===== src/rtl/toggle_pwr_pkg.sv =====
// Package: shared widths and helper functions for the toggle power estimator.
// Assumes: coefficient width never exceeds the power word width.
package toggle_pwr_pkg;

    localparam int unsigned PWR_W  = 32;
    localparam int unsigned COEF_W = 32;

    typedef logic [PWR_W-1:0] power_t;

    // Number of leaves of the adder tree: next power of two at or above n.
    function automatic int unsigned leaf_count(input int unsigned n);
        int unsigned c;
        c = 1;
        while (c < n) c = c * 2;
        return c;
    endfunction

endpackage


===== src/rtl/toggle_history.sv =====
// Module: toggle_history
// Holds the sample taken at the last strobe and flags which watched bits
// differ between that sample and the live bus. The flags go to zero until a
// first sample exists, so the first strobe after reset sees no toggles.
// Assumes: strobe_i is a single-cycle pulse synchronous to clk.
module toggle_history #(
    parameter int unsigned MON_W = 16
) (
    input  logic             clk,
    input  logic             rst_n,
    input  logic             strobe_i,
    input  logic [MON_W-1:0] mon_i,
    output logic [MON_W-1:0] toggle_o
);

    logic [MON_W-1:0] held_q;
    logic             primed_q;

    // Capture the live sample on each strobe; mark history as primed.
    always_ff @(posedge clk) begin
        if (!rst_n) begin
            held_q   <= '0;
            primed_q <= 1'b0;
        end else if (strobe_i) begin
            held_q   <= mon_i;
            primed_q <= 1'b1;
        end
    end

    // Per-bit toggle detection between the held and the live sample.
    always_comb begin
        toggle_o = primed_q ? (held_q ^ mon_i) : '0;
    end

endmodule


===== src/rtl/coef_gate.sv =====
// Module: coef_gate
// Replaces each weight-times-toggle product with an AND of the toggle bit
// across the whole weight word. Output is the flattened gated weights.
// Assumes: weights are packed with bit i at [i*COEF_W +: COEF_W].
module coef_gate #(
    parameter int unsigned MON_W  = 16,
    parameter int unsigned COEF_W = 32
) (
    input  logic [MON_W-1:0]        toggle_i,
    input  logic [MON_W*COEF_W-1:0] coef_i,
    output logic [MON_W*COEF_W-1:0] gated_o
);

    for (genvar g = 0; g < MON_W; g++) begin : g_bit
        // Gate one weight by its toggle flag.
        assign gated_o[g*COEF_W +: COEF_W] =
            coef_i[g*COEF_W +: COEF_W] & {COEF_W{toggle_i[g]}};
    end

endmodule


===== src/rtl/sat_adder_tree.sv =====
// Module: sat_adder_tree
// Binary adder tree in heap layout, widened so that no partial sum can
// overflow, with a final clamp to the all-ones output word.
// Assumes: COEF_W <= OUT_W; padding leaves are zero.
module sat_adder_tree
    import toggle_pwr_pkg::*;
#(
    parameter int unsigned MON_W  = 16,
    parameter int unsigned COEF_W = 32,
    parameter int unsigned OUT_W  = 32
) (
    input  logic [MON_W*COEF_W-1:0] term_i,
    output logic [OUT_W-1:0]        sum_o
);

    localparam int unsigned LEAVES = leaf_count(MON_W);
    localparam int unsigned LVL    = $clog2(LEAVES);
    localparam int unsigned SUM_W  = OUT_W + LVL + 1;

    logic [SUM_W-1:0] node [1:2*LEAVES-1];

    for (genvar g = 0; g < LEAVES; g++) begin : g_leaf
        if (g < MON_W) begin : g_real
            // Zero-extend one gated weight into a leaf.
            assign node[LEAVES+g] = {{(SUM_W-COEF_W){1'b0}}, term_i[g*COEF_W +: COEF_W]};
        end else begin : g_pad
            // Padding leaf contributes nothing.
            assign node[LEAVES+g] = '0;
        end
    end

    for (genvar n = 1; n < LEAVES; n++) begin : g_node
        // Internal node adds its two children.
        assign node[n] = node[2*n] + node[2*n+1];
    end

    // Clamp the full-width total to the output range.
    always_comb begin
        if (|node[1][SUM_W-1:OUT_W]) sum_o = '1;
        else                         sum_o = node[1][OUT_W-1:0];
    end

endmodule


===== src/rtl/toggle_power_est.sv =====
// Module: toggle_power_est (top)
// Toggle-weighted power estimator for one monitored component. On each
// strobe, the weights of bits that changed since the previous strobe are
// summed (saturating) and registered; a valid pulse follows one cycle later.
// Assumes: single clock domain, strobe one cycle wide, weights steady in
// the strobe cycle.
module toggle_power_est
    import toggle_pwr_pkg::*;
#(
    parameter int unsigned MON_W = 16
) (
    input  logic                    clk,
    input  logic                    rst_n,
    input  logic                    strobe_i,
    input  logic [MON_W-1:0]        mon_i,
    input  logic [MON_W*COEF_W-1:0] coef_i,
    output logic [PWR_W-1:0]        power_o,
    output logic                    power_vld_o
);

    logic [MON_W-1:0]        toggle;
    logic [MON_W*COEF_W-1:0] gated;
    power_t                  sum;
    power_t                  power_q;
    logic                    vld_q;

    toggle_history #(.MON_W(MON_W)) u_hist (
        .clk      (clk),
        .rst_n    (rst_n),
        .strobe_i (strobe_i),
        .mon_i    (mon_i),
        .toggle_o (toggle)
    );

    coef_gate #(.MON_W(MON_W), .COEF_W(COEF_W)) u_gate (
        .toggle_i (toggle),
        .coef_i   (coef_i),
        .gated_o  (gated)
    );

    sat_adder_tree #(.MON_W(MON_W), .COEF_W(COEF_W), .OUT_W(PWR_W)) u_tree (
        .term_i (gated),
        .sum_o  (sum)
    );

    // Latch the period's power on the strobe and raise valid for one cycle.
    always_ff @(posedge clk) begin
        if (!rst_n) begin
            power_q <= '0;
            vld_q   <= 1'b0;
        end else begin
            vld_q <= strobe_i;
            if (strobe_i) power_q <= sum;
        end
    end

    assign power_o     = power_q;
    assign power_vld_o = vld_q;

endmodule


===== config.mk =====
export PLATFORM = sky130hd
export DESIGN_NAME = toggle_power_est
export DESIGN_NICKNAME = d
export VERILOG_FILES = /design/src/rtl/toggle_pwr_pkg.sv /design/src/rtl/toggle_history.sv /design/src/rtl/coef_gate.sv /design/src/rtl/sat_adder_tree.sv /design/src/rtl/toggle_power_est.sv
export SDC_FILE = /design/constraint.sdc
export NUM_CORES = 1
export LEC_CHECK = 0
export BUFFER_PORTS_ARGS = -buffer_cell sky130_fd_sc_hd__clkbuf_2
export CORE_AREA = 3 3 218 220
export CTS_CLUSTER_DIAMETER = 80
export CTS_CLUSTER_SIZE = 25
export DETAILED_ROUTE_END_ITERATION = 10
export DIE_AREA = 0 0 221 223
export GPL_TIMING_DRIVEN = 0
export PLACE_DENSITY = 0.73
export SLEW_MARGIN = 20
export SYNTH_ARGS = -nofsm -noshare
export SYNTH_HDL_FRONTEND = slang
export SYNTH_SLANG_ARGS = --single-unit

===== constraint.sdc =====
create_clock -name clk -period 25.1 [get_ports clk]
set_input_delay 5.02 -clock clk [delete_from_list [all_inputs] [get_ports clk]]
set_output_delay 5.02 -clock clk [all_outputs]
set_load 0.02 [all_outputs]

# Word-level counts from Yosys, hierarchy flattened
# Index checks and enable logic that the tools add are counted.
classes:
  addsub: 15
  reduce_logical: 1
  muxes: 2
  n_bitwise: 17
op_table:
  columns: ["cell", "n"]
  rows:
  - ["32-bit AND", 16]
  - ["32-bit by 32-bit adder with 33-bit output", 8]
  - ["33-bit by 33-bit adder with 34-bit output", 4]
  - ["34-bit by 34-bit adder with 35-bit output", 2]
  - ["35-bit by 35-bit adder with 36-bit output", 1]
  - ["32-bit two-way mux", 1]
  - ["16-bit two-way mux", 1]
  - ["16-bit XOR", 1]
  - ["5-bit OR reduction", 1]
word_totals:
  out_inout_bits: 33
  in_bits: 531
  regBits: 50
  wordCells: 39

# Depth between registers and ports, before layout
# Gate-level depths: netlist of the first run.
logic_depth:
  depth_word: 9
  ltp_mapped: 27
  depth_no_buf: 24

# Modules after synthesis
# Synthesis of the first run repeated with hierarchy kept, for this count alone.
unflattened:
  hier_cells: 2864
  area_unflattened_um2: 23915.4
by_module_without_submodules:
  columns: ["mod", "cells_per_inst", "seq_area_each_um2", "instances", "area_per_inst_um2"]
  rows:
  - ["sat_adder_tree", 2113, 0.0, 1, 17674.5]
  - ["coef_gate", 560, 0.0, 1, 4083.9]
  - ["toggle_power_est", 105, 660.6, 1, 1270.0]
  - ["toggle_history", 86, 340.3, 1, 887.1]

# Worst setup path before layout of the first run
# Ideal clock, no wire load.
synth_timing:
  kind: "input to register"
  start: "in mon_i[8]"
  end: "reg power_q[10], in the netlist power_o[10]"
  required_time_ps: 24981
  setup_time_ps: 119
  cell_stages: 25
  path_buffers: 3
  arrival_time_ps: 11358
  setup_slack_ps: 13623
  cell_sequence: "xor2_1 -> and2_1 -> clkbuf_1 -> clkbuf_1 -> nand2_1 -> fa_1 -> inv_1 -> fa_1 -> fa_1 -> fa_1 -> fa_1 -> inv_1 -> fa_1 -> inv_1 -> ha_1 -> fa_1 -> a211oi_2 -> o211a_1 -> nor4b_1 -> or3_4 -> a31oi_4 -> xor2_2 -> o2111ai_4 -> buf_6 -> o221a_1"
synth_between:
  elab_chain_len: 9
synth_rtl:
  columns: ["item", "line_no", "text"]
  rows:
  - ["start: declaration", "toggle_power_est.sv:15", "input logic [MON_W-1:0] mon_i,"]
  - ["16-bit XOR *", "toggle_history.sv:32", "toggle_o = primed_q ? (held_q ^ mon_i) : '0;"]
  - ["16-bit two-way mux *", "toggle_history.sv:32", null]
  - ["32-bit AND *", "coef_gate.sv:17", "coef_i[g*COEF_W +: COEF_W] & {COEF_W{toggle_i[g]}};"]
  - ["32-bit by 32-bit adder with 33-bit output *", "sat_adder_tree.sv:34", "assign node[n] = node[2*n] + node[2*n+1];"]
  - ["33-bit by 33-bit adder with 34-bit output *", "sat_adder_tree.sv:34", null]
  - ["34-bit by 34-bit adder with 35-bit output *", "sat_adder_tree.sv:34", null]
  - ["35-bit by 35-bit adder with 36-bit output *", "sat_adder_tree.sv:34", null]
  - ["5-bit OR reduction", "sat_adder_tree.sv:39", "if (|node[1][SUM_W-1:OUT_W]) sum_o = '1;"]
  - ["32-bit two-way mux *", "sat_adder_tree.sv:39", null]
  - ["end signal: assignment", "toggle_power_est.sv:53", "if (strobe_i) power_q <= sum;"]
  - ["end: declaration", "toggle_power_est.sv:24", "power_t power_q;"]
# Every way passes the cells marked *; elsewhere a longest branch is shown, timed or not.
# A chain may end at the register's enable or synchronous reset.

# Final worst setup path of the first run
layout_timing:
  start: "in mon_i[3]"
  end: "reg power_q[17], in the netlist power_o[17]"
# Same word-level chain as after synthesis.

==> results of run 1 <==
[tightest hold or removal path, cell delays in order (launching register included)]
cell	delay [ns]
dfxtp_1	0.32
mux2i_1	0.12
nor2b_1	0.06
[metrics by stage]
| stage | cell area [µm²] | util [%] | worst slack [ns] | std cells | hold WS, ns |
|---|---|---|---|---|---|
| after floorplan | 17200 | - | 13.62 | 1927 | 0.503 |
| after global placement | 20700 | 45.6 | 11.51 | 3088 | 0.513 |
| after detailed placement | 20700 | 45.6 | 11.48 | 3088 | 0.515 |
| after CTS | 20900 | 45.9 | 11.76 | 3096 | 0.540 |
| after global routing | 20900 | 46.0 | 11.57 | 3100 | 0.553 |
| final | 20900 | 46.0 | 11.75 | 3103 | 0.541 |
[sequential cells by signal, summed over array words and instances, names as in the netlist]
name	count
power_o	32
u_hist.held_q	16
power_vld_o	1
u_hist.primed_q	1
[Yosys cell counts, drive strengths merged, types with 8 or more instances]
cell type,n
a21oi,34
fa,444
and2,17
nor2b,16
dfxtp,50
o21ai,26
nand4,8
nand3,12
nand2,376
buf,13
ha,45
mux2i,16
inv,473
and3,166
xor2,30
xnor2,16
nor2,14
o221a,32
clkbuf,79
[path summary, 6_finish.rpt]
kind,start,endpoint,slack (ns),cells past startpoint
hold / removal,u_hist.held_q[15],u_hist.held_q[15],0.54,2
setup reg to reg,u_hist.held_q[3],power_o[17],16.22,25
hold reg to reg,u_hist.held_q[15],u_hist.held_q[15],0.54,2
setup / recovery,mon_i[3],power_o[17],11.75,26
[per-layer routing]
layer  up-vias  GRT usage [%]  part of all wire, %
li1       6893              -                    -
met1      8104           40.6                   39
met2       814           54.5                   49
met3       147           7.24                  8.5
met4        20           9.56                  3.6
met5         -              0                 0.15
[cells in the final DEF (no fill, tap or decap), drive strengths merged, types with 3 or more instances in the layout]
cell	Yosys	routed
clkbuf	79	645
inv	473	474
fa	444	444
nand2	376	376
and3	166	166
dfxtp	50	50
ha	45	45
a21oi	34	34
o221a	32	32
xor2	30	30
o21ai	26	26
and2	17	17
mux2i	16	16
nor2b	16	16
xnor2	16	16
nor2	14	14
buf	13	13
nand3	12	12
nand4	8	8
diode	0	7
o211ai	7	7
a211oi	7	7
a31oi	7	7
nor3	5	5
o21bai	3	3
nand2b	3	3
o21a	3	3
o221ai	3	3
or2	3	3
[cell families (layout without fill, tap and decap cells)]
family / after synthesis / in the layout
AND/OR/NAND/NOR: 624 / 624
adder cells (fa/ha/maj): 489 / 489
flip-flops: 50 / 50
XOR/XNOR: 46 / 46
AO/OA/AOI/OAI: 137 / 137
multiplexers: 16 / 16
buffers and inverters: 565 / 1134
other: 0 / 7
[layout make-up]
type                    instances  area (µm²)  area share (%)
plain buffers                  92         379            1.81
clock inverters                 3        28.8           0.138
inverters                     473        1780            8.49
well taps                     600         751            3.59
diodes                          7        17.5          0.0838
clock buffers                   5         125           0.599
flip-flops and latches         50        1000            4.79
repair buffers                561        2810            13.4
multi-input cells            1312       14000            67.1
[power by group through the flow]
stage                     Combinational (mW)  Sequential, mW  Clock [mW]
after floorplan                         1.16           0.146           0
after global placement                  1.77           0.120           0
after detailed placement                1.77           0.122           0
after CTS                               1.80           0.120      0.0763
after global routing                    2.01           0.123      0.0788
final                                   1.82           0.121      0.0757
==> run metrics, run 1 <==
Power Density 96.4 nW/µm²; switching fraction of total power 60.0%; RSZ-0062 raised after global routing no; CP Capture Type register; Gates resized, CTS repair 0; Clock transition at path regs 0.08 ns; CP max FO 10; flops & latches, synth 50; NumNets Final 3515; wire per inst 25.4 µm; Syn Area/Cell 8.91 µm²; chip height 223 µm; Hold Buf Count CTS 0; largest stage delay on the critical path 0.75 ns; ys flop type dfxtp_1; CTS tree yes; DRC Markers 0; Port Buffers 561; Comb pwr share 90.3%; Final period util 53.2%; fillcell total 4556; Worst EP arrival 13.55 ns; mux cell area share after synthesis 0.933%; Pre-antenna DRT Iters 5; H-tree depth 2; final setup TNS 0 ns; Via density 5.15; die width 221 µm; slowest stage cell, crit path xor2_1; top cell type by total area after synthesis fa_1; Synth Instances 1927; CORE AREA 45500 µm²; status complete, no violations; min Tclk post-route 13.35 ns; ys async rst share 0%; Synth Area in XOR/XNOR 2.39%; clock group share of total power 3.8%; Initial Util 37.8%; total congestion overflow 0; antenna violations before repair 15; Relative slew margins 20.5%; Simple-Gate Fraction of Synth Area 17.0%; CP dominant cell by count fa_1; Rows 78; sequential area share after synthesis 5.83%; max_cap viols 0; share of layout cells above drive strength 1 23.9%; P&R area growth vs syn 21.7%; Crit path required time 25.30 ns; clk_skew 0.0116 ns; Final HPWL DP 68.4 mm; largest family of logic cells by synthesized area adder cells; Reg power frac 6.0%; GRT Total Usage 31.9%; Synth Area in Compound Gates 6.24%; critical path class input pin to register; max-slew violation count 0; hold violation count in the final report 0; Detailed Route WL 78.7 mm; Sw Pwr 1.21 mW; global-route wire length before repair 115 mm; Clock Latency Late Sink 0.31 ns; Buf+Inv Stages, Crit Path 8; synthesized cell area 17200 µm²; # setup viols final 0; Cell variety after synth 55; Syn Nets 2947; vias in the first global route 17780; clk sink count 50; worst-margin pin slew 1.19 ns; synth top area cells fa_1 52%, inv_1 10%, nand2_1 8.2%, and3_1 6.0%, dfxtp_1 5.8%; pin count of the biggest net entering global routing 19; Hold WC Path Type register to register; die area 49300 µm²; clock buffer count from CTS 5; root buffer cell clkbuf_16; leak pwr 11.4 nW; crit-path leading delay family adder cells; routability cong. 1.00; Internal Power 807 µW; setup repair bufs after CTS 0; Boundary Pins 564; Post-Synth Adder-Cell Area 55.0%; number of DRC markers in iteration 0 1062; Yosys warnings 0; DR vias 15978; Overall Power 2.02 mW; final antenna-violating net count 0; top cell type's share of synthesized area 51.8%; nature of the critical path startpoint input pin; number of synthesized flops with an enable pin 0; Max VDD drop 0.0000689 V; maximum root-to-sink buffer count 2; fmax 0.0749 GHz
(Power assumes the default switching activity.)
==> inputs of run 2 (changes only) <==
--- a/config.mk
+++ b/config.mk
@@ -6,13 +6,13 @@
 export NUM_CORES = 1
 export LEC_CHECK = 0
 export BUFFER_PORTS_ARGS = -buffer_cell sky130_fd_sc_hd__clkbuf_2
-export CORE_AREA = 3 3 218 220
+export CORE_AREA = 3 3 215 217
 export CTS_CLUSTER_DIAMETER = 80
 export CTS_CLUSTER_SIZE = 25
 export DETAILED_ROUTE_END_ITERATION = 10
-export DIE_AREA = 0 0 221 223
+export DIE_AREA = 0 0 218 220
 export GPL_TIMING_DRIVEN = 0
-export PLACE_DENSITY = 0.73
+export PLACE_DENSITY = 0.77
 export SLEW_MARGIN = 20
 export SYNTH_ARGS = -nofsm -noshare
 export SYNTH_HDL_FRONTEND = slang
==> constraint.sdc (replaced) <==
create_clock -name clk -period 11.2 [get_ports clk]
set_input_delay 2.24 -clock clk [delete_from_list [all_inputs] [get_ports clk]]
set_output_delay 2.24 -clock clk [all_outputs]
set_load 0.02 [all_outputs]
==> run 2 against run 1 <==
Effect of this change:
- global-route usage down 0.16 points
- largest cell class unchanged
- count of clock-buffer cells in the layout did not move
- final area increased by 0.13%
- clock power increased by 120%
- total power grew 120%
- non-clock buffer count grew 2
- sequential cell count unchanged
- first-iteration DRC count increased by 30%
- core utilization grew 1.3 points
- final cell count barely moved
- via count increased by 0.16%
==> run metrics, run 2 (synthesis gave the netlist of run 1 again) <==
# setup viols final 0 (unchanged); die area 48000 µm² (-2.7%); hold violation count in the final report 0 (unchanged); final setup TNS 0 ns (unchanged); fmax 0.0950 GHz; Rows 77 (-1.3%); Hold WC Path Type register to register; routability cong. 0.990 (-1.1%); Power Density 216 nW/µm² (+120%); area taken by flip-flops and latches 1000 µm² (unchanged); Boundary Pins 564 (unchanged); vias in the first global route 16923 (-4.8%); H-tree depth 2 (unchanged); final antenna-violating net count 0 (unchanged); DR vias 16004 (+0.16%); Detailed Route WL 77.0 mm (-2.2%); leak pwr 11.4 nW (about the same); Worst EP arrival 10.72 ns (-2.83 ns); worst-margin pin slew 1.15 ns (-0.0467 ns); clock buffer count from CTS 5 (unchanged); CP max FO 10 (unchanged); Setup WS pre-CTS 0.511 ns (-10.97 ns); max-slew violation count 0 (unchanged); maximum root-to-sink buffer count 2 (unchanged); CTS tree yes; share of layout cells above drive strength 1 23.9% (about the same); Overall Power 4.52 mW (+120%); Clock Latency Late Sink 0.31 ns (about the same); Final HPWL DP 66.3 mm (-3.1%); Pre-antenna DRT Iters 5 (unchanged); NumNets Final 3517 (+0.057%); total congestion overflow 0 (unchanged); clk_skew 0.0141 ns (+0.00243 ns); clk sink count 50 (unchanged); wire per inst 24.8 µm (-2.2%); pin count of the biggest net entering global routing 19 (unchanged); most frequent cells in the layout 563 x clkbuf_2, 473 x inv_1, 444 x fa_1, 376 x nand2_1, 166 x and3_1; CORE AREA 44300 µm² (-2.6%); P&R area growth vs syn 21.9%; GRT Total Usage 31.8% (-0.16 points); root buffer cell clkbuf_16; Max VDD drop 0.000132 V (+91%); Hold Buf Count CTS 0 (unchanged); Gates resized, CTS repair 0 (unchanged); max FFs per register 32 (unchanged); Via density 5.16 (+0.20%); Final period util 94.0%; Initial Util 38.7% (+0.99 points); min Tclk post-route 10.53 ns; setup ws final 0.669 ns (-11.08 ns); Relative slew margins 23.6% (+3.1 points); Port Buffers 561 (unchanged); number of DRC markers in iteration 0 1384 (+30%); RSZ-0062 raised after global routing no; critical path class input pin to register; Multi-input gate area 14000 µm² (unchanged); chip height 220 µm (-1.3%); antenna violations before repair 27 (+12); fillcell total 4427 (-2.8%); status complete, no violations; setup repair bufs after CTS 0 (unchanged); post-layout util 47.2% (+1.3 points); Clock transition at path regs 0.07 ns (about the same); CP Capture Type register; Crit path required time 11.39 ns (-13.91 ns); die width 218 µm (-1.4%); max_cap viols 0 (unchanged); nature of the critical path startpoint input pin; most common cell after layout, fill and taps aside clkbuf_2; placed cell area 20700 µm² (about the same); DRC Markers 0 (unchanged); global-route wire length before repair 109 mm (-5.3%); Final Cell Area 20900 µm² (+0.13%)
==> run 2: cell types whose count changed in the layout (fill, tap and decap cells not counted) <==
cell      delta
diode_2      +5
buf_6        +1
buf_8        +1
clkbuf_1     +1
clkbuf_2     -1
==> run 2: path summary, 6_finish.rpt <==
path / startpoint / end / slack (ns) / cells after the start
min: power_o[2] / power_o[2] / 0.54 / 1
max: mon_i[14] / power_o[18] / 0.67 / 28
min reg2reg: power_o[2] / power_o[2] / 0.54 / 1
max reg2reg: u_hist.primed_q / power_o[18] / 2.33 / 27
==> run 2: worst max-delay path: stages <==
cell	delay [ns]
clkbuf_2	0.10
xor2_1	0.42
and2_1	0.22
clkbuf_1	0.78
buf_1	0.74
nand2_1	0.18
fa_1	0.57
inv_1	0.06
fa_1	0.53
inv_1	0.05
fa_1	0.51
inv_1	0.06
fa_1	0.45
fa_1	0.51
inv_1	0.05
fa_1	0.49
inv_1	0.05
ha_1	0.26
clkbuf_1	0.30
nand4_1	0.20
a211oi_1	0.35
nor4b_1	0.38
or3_4	0.25
a31oi_4	0.10
xor2_2	0.19
o2111ai_4	0.22
buf_6	0.21
o221a_1	0.23
==> run 2: area by class of cell <==
cell class / count / share of cell area [%]
clock buffer: 5 / 0.598
tap: 592 / 3.54
multi-input combinational: 1312 / 67.0
clock inverter: 3 / 0.137
timing repair buffer: 563 / 13.5
sequential: 50 / 4.78
inverter: 473 / 8.48
antenna: 12 / 0.143
buffer: 92 / 1.81
==> run 2: where the power goes <==
group          internal (mW)  leakage [nW]  switching (mW)
clock                 0.0854        0.0760          0.0773
combinational           1.49          10.9            2.60
sequential             0.236         0.416          0.0333
total                   1.81          11.4            2.71
==> run 2: layer usage <==
layer / wire length [µm] / track usage [%]
met1: 29000 / 40.3
met2: 35900 / 51.2
met3: 8210 / 8.96
met4: 3700 / 13.4
met5: 138 / 0
==> run 2: per-stage QoR <==
stage | std cells | hold slack [ns]
5_1_grt | 3097 | 0.560
3_3_place_gp | 3080 | 0.510
3_5_place_dp | 3082 | 0.513
6_report | 3102 | 0.537
4_1_cts | 3090 | 0.538
2_1_floorplan | 1927 | 0.503
==> inputs of run 3 (changes only) <==
==> constraint.sdc (replaced) <==
create_clock -name clk -period 11.2 [get_ports clk]
set_input_delay 3.36 -clock clk [delete_from_list [all_inputs] [get_ports clk]]
set_output_delay 3.36 -clock clk [all_outputs]
set_load 0.02 [all_outputs]
==> run 3 against run 2 <==
Effect of this change:
- the flow now finishes with violations (design-rule violations)
- final area hardly changed
- routed wire length up 0.20%
- count of clock-buffer cells in the layout unchanged
- sequential share of layout area barely moved
- register-to-register slack improved by 0.64 ns
- non-clock buffer count shrank 6
- clock skew grew 0.0013 ns
- via count is 0.27% higher
- hold slack lost 0.0010 ns
- total power barely moved
- sequential power barely moved
- largest cell class unchanged
==> run metrics, run 3 (synthesis gave the netlist of run 1 again) <==
Crit path required time 11.39 ns (about the same); R2R setup slack 2.97 ns (+0.64 ns); Clock Latency Late Sink 0.31 ns (about the same); die width 218 µm (unchanged); fmax 0.0911 GHz (-4.1%); Via density 5.18 (+0.40%); clk sink count 50 (unchanged); violated checks design-rule violations; maximum root-to-sink buffer count 2 (unchanged); antenna violations before repair 27 (unchanged); max_cap viols 0 (unchanged); Final HPWL DP 66.3 mm (unchanged); Overall Power 4.52 mW (about the same); chip height 220 µm (unchanged); clk_skew 0.0153 ns (+0.00126 ns); Worst EP arrival 11.17 ns (+0.45 ns); RR Endpoint power_o[11]; CORE AREA 44300 µm² (unchanged); Setup WS pre-CTS -0.609 ns (-1.12 ns); total congestion overflow 0 (unchanged); clock buffer count from CTS 5 (unchanged); crit path to power_o[11]; worst-margin pin slew 1.21 ns (+0.0598 ns); most frequent cells in the layout 572 x clkbuf_2, 473 x inv_1, 444 x fa_1, 376 x nand2_1, 166 x and3_1; setup ws final 0.218 ns (-0.452 ns); Relative slew margins 19.6% (-4.0 points); cell depth of the worst flop-to-flop path 22 (-19%); critical path class input pin to register; status complete, but fails checks; Final Cell Area 20900 µm² (about the same); placed cell area 20700 µm² (unchanged); CP Capture Type register; die area 48000 µm² (unchanged); nature of the critical path startpoint input pin; CP max FO 10 (unchanged); H-tree depth 2 (unchanged); NumNets Final 3511 (-0.17%); Power Density 216 nW/µm² (about the same); DR vias 16048 (+0.27%); number of DRC markers in iteration 0 1303 (-5.9%); CP startpoint mon_i[6]; Clock transition at path regs 0.07 ns (about the same); CTS tree yes; Max VDD drop 0.000131 V (-0.13%); # setup viols final 0 (unchanged); Final period util 98.1% (+4.0 points); max FFs per register 32 (unchanged); leak pwr 11.4 nW (+0.30%); min Tclk post-route 10.98 ns (+0.452 ns); Rows 77 (unchanged); Initial Util 38.7% (unchanged); root buffer cell clkbuf_16; vias in the first global route 16897 (-0.15%); Port Buffers 561 (unchanged); Pre-antenna DRT Iters 8 (+3); share of layout cells above drive strength 1 24.4% (+0.54 points); global-route wire length before repair 109 mm (+0.10%); GRT Total Usage 31.8% (about the same); pin count of the biggest net entering global routing 19 (unchanged); Detailed Route WL 77.1 mm (+0.20%); most common cell after layout, fill and taps aside clkbuf_2; routability cong. 0.990 (unchanged); DRC Markers 1 (+1); reg2reg start u_hist.primed_q; hold violation count in the final report 0 (unchanged); final antenna-violating net count 0 (unchanged); P&R area growth vs syn 22.0% (about the same); RSZ-0062 raised after global routing no; Hold WC Path Type register to register; Hold Buf Count CTS 0 (unchanged); max-slew violation count 0 (unchanged); Hold Slack 0.536 ns (-0.00100 ns); Boundary Pins 564 (unchanged); wire per inst 24.9 µm (+0.33%)
==> run 3: metal layers <==
layer	share of wire (%)	track usage [%]
met1	38	40.5
met2	47	51.3
met3	10	8.81
met4	4.3	13.1
met5	0.19	0
==> run 3: critical path, stage by stage <==
cell,delay (ns)
clkbuf_2,0.10
xor2_1,0.18
and2_1,0.15
clkbuf_1,0.29
clkdlybuf4s15_1,0.85
nand2_1,0.16
fa_1,0.56
inv_1,0.07
fa_1,0.49
fa_1,0.61
fa_1,0.47
fa_1,0.50
inv_1,0.05
fa_1,0.48
inv_1,0.05
ha_1,0.22
fa_1,0.49
a211oi_2,0.32
o211a_1,0.23
nor4b_1,0.08
or3_4,0.38
a31oi_4,0.21
xor2_2,0.20
o2111ai_4,0.22
buf_6,0.21
o221a_1,0.23
==> run 3: how the worst min path moves through the flow <==
stage / slack [ns] / start / depth (start not counted) / end
after global placement: 0.51 / power_o[3] / 1 / power_o[3]
after floorplan: 0.50 / u_hist.held_q[10] / 2 / u_hist.held_q[10]
after detailed placement: 0.51 / power_o[13] / 1 / power_o[13]
after global routing: 0.56 / u_hist.held_q[5] / 2 / u_hist.held_q[5]
after CTS: 0.54 / u_hist.held_q[8] / 2 / u_hist.held_q[8]
final: 0.54 / u_hist.held_q[8] / 2 / u_hist.held_q[8]
==> run 3: layout make-up <==
type / count / area [µm²]
clock inverter: 3 / 28.8
inverter: 473 / 1780
antenna: 14 / 35.0
multi-input combinational: 1312 / 14000
fill: 4422 / 23400
sequential: 50 / 1000
clock buffer: 5 / 125
timing repair buffer: 563 / 2830
buffer: 86 / 382
tap: 592 / 741
==> run 3: stage by stage <==
step | utilization, % | cells | setup TNS [ns]
4_1_cts | 47.2 | 3090 | 0
5_1_grt | 47.2 | 3091 | 0
2_1_floorplan | - | 1927 | 0
6_report | 47.3 | 3098 | 0
3_3_place_gp | 46.8 | 3080 | -17.99
3_5_place_dp | 46.8 | 3082 | -18.72
==> run 3: timing repair <==
action / CTS / global route
setup endpoints to repair: 32 / 32
setup buffers: 0 / 0
gates resized for setup: 8 / 13
==> run 3: power by group <==
group          total [mW]  internal [mW]  switching, mW
Sequential          0.270          0.236         0.0340
Combinational        4.09           1.49           2.60
Clock               0.164         0.0854         0.0782
